[src/rtl/rdiv_pkg.sv]
package rdiv_pkg;

    typedef enum logic [1:0] {
        ST_IDLE = 2'd0,
        ST_STEP = 2'd1,
        ST_DONE = 2'd2
    } rdiv_state_t;

endpackage

[src/rtl/rdiv_ctrl.sv]
module rdiv_ctrl
    import rdiv_pkg::*;
#(
    parameter int N = 8
) (
    input  logic clk,
    input  logic rst_n,
    input  logic start,
    output logic load,
    output logic step,
    output logic busy,
    output logic done
);
    localparam int STEPS = N + 1;
    localparam int CW    = $clog2(STEPS + 1);
    localparam logic [CW-1:0] LAST = CW'(STEPS - 1);

    rdiv_state_t state_q, state_d;
    logic [CW-1:0] cnt_q, cnt_d;

    // next-state and counter logic
    always_comb begin
        state_d = state_q;
        cnt_d   = cnt_q;
        unique case (state_q)
            ST_IDLE: begin
                if (start) begin          // launch
                    state_d = ST_STEP;
                    cnt_d   = '0;
                end
            end
            ST_STEP: begin
                if (cnt_q == LAST) begin  // finish
                    state_d = ST_DONE;
                end else begin            // iterate
                    cnt_d = cnt_q + 1'b1;
                end
            end
            ST_DONE: begin                // retire
                state_d = ST_IDLE;
            end
            default: state_d = ST_IDLE;
        endcase
    end

    // state register
    always_ff @(posedge clk) begin
        if (!rst_n) begin
            state_q <= ST_IDLE;
            cnt_q   <= '0;
        end else begin
            state_q <= state_d;
            cnt_q   <= cnt_d;
        end
    end

    // outputs
    always_comb begin
        load = 1'b0;
        step = 1'b0;
        busy = 1'b0;
        done = 1'b0;
        unique case (state_q)
            ST_IDLE: load = start;
            ST_STEP: begin
                step = 1'b1;
                busy = 1'b1;
            end
            ST_DONE: done = 1'b1;
            default: ;
        endcase
    end

    // the step counter never passes the final step
    a_r3_count_bounded: assert property (@(posedge clk) disable iff (!rst_n)
        (state_q == ST_STEP) |-> (cnt_q <= LAST));

    // done lasts one cycle only
    a_r7_done_pulse: assert property (@(posedge clk) disable iff (!rst_n)
        done |=> !done);

    // a running division is never abandoned back to idle
    a_r8_no_abort: assert property (@(posedge clk) disable iff (!rst_n)
        (state_q == ST_STEP) |=> (state_q != ST_IDLE));

endmodule

[src/rtl/rdiv_datapath.sv]
module rdiv_datapath #(
    parameter int N = 8
) (
    input  logic         clk,
    input  logic         rst_n,
    input  logic         load,
    input  logic         step,
    input  logic [N-1:0] dividend,
    input  logic [N-1:0] divisor,
    output logic [N-1:0] quotient,
    output logic [N-1:0] remainder
);
    localparam int W = 2 * N;

    logic [W-1:0] rem_q;
    logic [W-1:0] dvs_q;
    logic [N-1:0] quo_q;
    logic [W:0]   trial;
    logic         below_zero;

    // trial subtraction with one extra bit to catch the borrow
    always_comb begin
        trial      = {1'b0, rem_q} - {1'b0, dvs_q};
        below_zero = trial[W];
    end

    always_ff @(posedge clk) begin
        if (!rst_n) begin
            rem_q <= '0;
            dvs_q <= '0;
            quo_q <= '0;
        end else if (load) begin
            rem_q <= {{N{1'b0}}, dividend};
            dvs_q <= {divisor, {N{1'b0}}};
            quo_q <= '0;
        end else if (step) begin
            if (below_zero) begin
                rem_q <= rem_q;             // restore
                quo_q <= {quo_q[N-2:0], 1'b0};
            end else begin
                rem_q <= trial[W-1:0];
                quo_q <= {quo_q[N-2:0], 1'b1};
            end
            dvs_q <= dvs_q >> 1;
        end
    end

    assign quotient  = quo_q;
    assign remainder = rem_q[N-1:0];

    // the working remainder never grows while stepping
    a_r4_rem_nonincreasing: assert property (@(posedge clk) disable iff (!rst_n)
        step |=> (rem_q <= $past(rem_q)));

    // results are frozen when neither loading nor stepping
    a_r7_hold_results: assert property (@(posedge clk) disable iff (!rst_n)
        (!load && !step) |=> ($stable(quo_q) && $stable(rem_q)));

endmodule

[src/rtl/restoring_divider.sv]
module restoring_divider #(
    parameter int N = 8
) (
    input  logic         clk,
    input  logic         rst_n,
    input  logic         start,
    input  logic [N-1:0] dividend,
    input  logic [N-1:0] divisor,
    output logic         busy,
    output logic         done,
    output logic [N-1:0] quotient,
    output logic [N-1:0] remainder
);
    logic load;
    logic step;

    rdiv_ctrl #(.N(N)) u_ctrl (
        .clk   (clk),
        .rst_n (rst_n),
        .start (start),
        .load  (load),
        .step  (step),
        .busy  (busy),
        .done  (done)
    );

    rdiv_datapath #(.N(N)) u_dp (
        .clk       (clk),
        .rst_n     (rst_n),
        .load      (load),
        .step      (step),
        .dividend  (dividend),
        .divisor   (divisor),
        .quotient  (quotient),
        .remainder (remainder)
    );

    // busy and done never overlap
    a_r3_busy_done_excl: assert property (@(posedge clk) disable iff (!rst_n)
        !(busy && done));

    // an accepted start raises busy on the next cycle
    a_r2_launch: assert property (@(posedge clk) disable iff (!rst_n)
        (start && !busy && !done) |=> busy);

endmodule

[config.mk]
export PLATFORM = sky130hd
export DESIGN_NAME = restoring_divider
export DESIGN_NICKNAME = d
export VERILOG_FILES = /design/src/rtl/rdiv_pkg.sv /design/src/rtl/rdiv_ctrl.sv /design/src/rtl/rdiv_datapath.sv /design/src/rtl/restoring_divider.sv
export SDC_FILE = /design/constraint.sdc
export NUM_CORES = 1
export LEC_CHECK = 0
export ABC_CLOCK_PERIOD_IN_PS = 3200
export CAP_MARGIN = 10
export CELL_PAD_IN_SITES_DETAIL_PLACEMENT = 0
export CELL_PAD_IN_SITES_GLOBAL_PLACEMENT = 1
export CORE_ASPECT_RATIO = 1.4
export CORE_MARGIN = 2
export CORE_UTILIZATION = 41
export CTS_CLUSTER_SIZE = 16
export DETAILED_ROUTE_END_ITERATION = 6
export PLACE_DENSITY = 0.77
export SLEW_MARGIN = 10
export SYNTH_ARGS = -nofsm -noshare
export SYNTH_HDL_FRONTEND = slang
export SYNTH_SLANG_ARGS = --single-unit
[constraint.sdc]
create_clock -name clk -period 3.2 [get_ports clk]
set_clock_uncertainty 0.05 [all_clocks]
set_input_delay 0.64 -clock clk [delete_from_list [all_inputs] [get_ports clk]]
set_output_delay 0.64 -clock clk [all_outputs]
set_load 0.01 [all_outputs]
==> impl_metrics.py <==
metrics = {
    "clock_network": {
        "cts_max_level": 2,
        "cts.sinks": 46,
        "numCtsBuffers": 5,
        "clkLatencyLatePin_ps": 300,
        "path_clk_slew_ps": 100,
        "postCtsHoldBufs": 0,
        "clockRootBuffer": "clkbuf_8",
        "clock_path_buffers": 2,
        "ctsResizeCount": 0,
        "postCtsSetupRepairBufs": 0,
        "tritoncts": "built",
    },
    "timing": {
        "rsz0062_at_grt": "no",
        "slew_viol_final": 0,
        "relSlewSlack": 0.576,
        "fin_ws_ps": 590,
        "worstMarginPinSlew_ps": 634,
        "final.min_clock_period_ps": 2610,
        "setup_viol": 0,
        "max_freq_ghz": 0.383,
        "hold_viol_final": 0,
        "fin_crit_sh": 0.816,
        "finalSetupTns_ps": 0,
    },
    "synthesis": {
        "synth_top_cell_area_share": 0.339,
        "synth-edff-count": 0,
        "syn_inst": 340,
        "ys.flop_type": "dfxtp_1",
        "synth_top_area_cell": "dfxtp_1",
        "synth.avg_cell_area_um2": 7.98,
        "synth_async_sr_flop_share": 0,
        "synth_area_leaders": "dfxtp_1, a21oi_1, ha_1",
        "synth_seq_cells": 46,
        "ys_types": 50,
        "syn-cell-area_um2": 2710,
        "yosys_warnings": 0,
        "yosys-top-cells-count": "nand2_1, dfxtp_1, a21oi_1, inv_1, ha_1",
        "synth_most_common_cell": "nand2_1",
        "synth_fp_nets": 378,
        "ys_seq_area_frac": 0.339,
    },
    "global_routing": {
        "grt_pass1_vias": 2236,
        "grt_max_degree": 26,
        "antenna_found_initial": 0,
        "grt_usage": 0.185,
        "overflow": 0,
        "grt_pass1_wl_um": 10700,
    },
    "floorplanning": {
        "die_y_um": 100,
        "io-pin-count": 37,
        "core_area_um2": 6480,
        "core.rowCount": 35,
        "die_w_um": 72.7,
        "die_area_um2": 7290,
        "start_util": 0.419,
    },
    "setup_path": {
        "cp_data_required_time_ps": 3380,
        "slowest_delay_ps": 390,
        "worstPathArrival_ps": 2790,
        "critPathTopFamily": "compound AO/OA/AOI/OAI gates",
        "reg2regPathDepth": 10,
        "cp_cell_sequence": "inv_1, ha_1, fa_1, nand2b_1, a21oi_2, nor3b_1, o21a_2, or2_1, a311o_1, a21oi_2",
        "crit_top_cell": "a21oi_2",
        "crit_fanout": 10,
        "critPathKind": "reg -> reg",
        "end_kind": "flip-flop",
        "slowest_stage": "fa_1",
        "cp_num_buf_inv": 1,
        "startpoint_type": "flip-flop",
        "path_depth": 10,
    },
    "pwr": {
        "leakagePower_nw": 1.21,
        "power.density_nw_per_um2": 446,
        "peakVddDrop_mv": 0.279,
    },
    "routing": {
        "drtAntennaViolNets": 0,
        "wirelength_um": 6410,
        "routed-via-count": 2384,
        "via_per_inst": 5.42,
        "drtIter0Drc": 116,
        "drc": 0,
        "dr.pass1.iters": 4,
        "post_drt_wl_per_cell_um": 14.6,
    },
    "placed_design": {
        "gp_congestion": 0.797,
        "place_worst_setup_slack_ps": 612,
        "port_buffers": 36,
        "dpl.hpwl_um": 4770,
    },
    "final_layout": {
        "drive_gt1_frac": 0.0546,
        "area_growth_pct": 17.3,
        "nNetsFinal": 403,
        "antenna_cells": 0,
        "fill_cells": 670,
    },
    "flow_run": {
        "drv_cap": 0,
    },
    "worst_hold_path": {
        "hp-class": "reg -> reg",
        "hold_depth": 2,
    },
    "run_status": {
        "status": "finished, final reports clean",
    },
}
path summary, 6_finish.rpt:
check	start	end	slack (ps)
max	u_dp.rem_q[0]	u_dp.rem_q[11]	590
min reg2reg	u_dp.quotient[7]	u_dp.quotient[7]	410
min	u_dp.quotient[7]	u_dp.quotient[7]	410
max reg2reg	u_dp.rem_q[0]	u_dp.rem_q[11]	590
logic make-up after synthesis:
family          count (synthesis)  share of synthesized area
compound gates                106                      0.247
simple gates                   99                      0.163
buf+inv                        49                     0.0881
flops                          46                      0.339
fa+ha+maj                      19                     0.0904
xor+xnor                       12                     0.0387
mux                             9                     0.0332
registers in the layout, indices dropped and copies added (netlist names):
register / cells
u_ctrl.cnt_q: 4
u_dp.quotient: 8
u_dp.dvs_q: 16
u_dp.rem_q: 16
u_ctrl.state_q: 2
metrics by stage:
| stage | instance area [um^2] | utilization | hold slack [ps] | total power, mW | cells |
|---|---|---|---|---|---|
| 2_1_floorplan | 2710 | - | 386 | 0.893 | 340 |
| 3_3_place_gp | 3070 | 0.474 | 397 | 0.986 | 432 |
| 3_5_place_dp | 3070 | 0.474 | 398 | 0.987 | 432 |
| 4_1_cts | 3180 | 0.491 | 414 | 1.44 | 440 |
| 5_1_grt | 3180 | 0.491 | 435 | 1.51 | 440 |
| 6_report | 3180 | 0.491 | 413 | 1.42 | 440 |
worst register-to-register path, stage by stage (launching register included):
cell      delay [ps]
dfxtp_1          350
inv_1             50
ha_1             220
fa_1             390
nand2b_1         180
a21oi_2          150
nor3b_1           80
o21a_2           230
or2_1            370
a311o_1          340
a21oi_2          130
power by group:
group | internal (mW) | switching, mW | total (mW)
Clock | 0.234 | 0.212 | 0.446
Combinational | 0.158 | 0.199 | 0.357
Sequential | 0.596 | 0.0211 | 0.617
metal layers:
layer | part of all wire | routed length (um) | GRT usage | up-vias
li1 | - | - | - | 1235
met1 | 0.46 | 2950 | 0.239 | 1112
met2 | 0.50 | 3210 | 0.310 | 30
met3 | 0.022 | 141 | 0.0301 | 7
met4 | 0.017 | 106 | 0.0598 | 0
met5 | 0 | 0 | 0 | -
final cells by class:
cell class	count	area [um^2]	share of cell area
multi-input cells	245	1550	0.488
repair buffers	43	413	0.130
clock inverters	3	43.8	0.0138
flip-flops and latches	46	921	0.289
well taps	74	92.6	0.0291
clock buffers	5	68.8	0.0216
inverters	24	90.1	0.0283
placed cells by master (no fill, tap or decap), drive strengths merged, types with 2 or more instances in the layout:
master / netlist / final
clkdlybuf4s50: 0 / 36
clkinv: 1 / 2
buf: 14 / 7
nand3: 7 / 7
clkbuf: 11 / 5
nor3: 3 / 3
mux2i: 9 / 9
inv: 23 / 24
and3: 2 / 2
nand2: 51 / 51
nor2b: 2 / 2
nand4: 4 / 4
o22ai: 8 / 8
o221ai: 7 / 7
nand2b: 5 / 5
xor2: 9 / 9
a21oi: 47 / 47
o21a: 3 / 3
ha: 18 / 18
a31oi: 5 / 5
a21o: 9 / 9
o21ai: 14 / 14
xnor2: 3 / 3
o2bb2ai: 2 / 2
nor2: 18 / 18
dfxtp: 46 / 46
(Power assumes the default switching activity.)
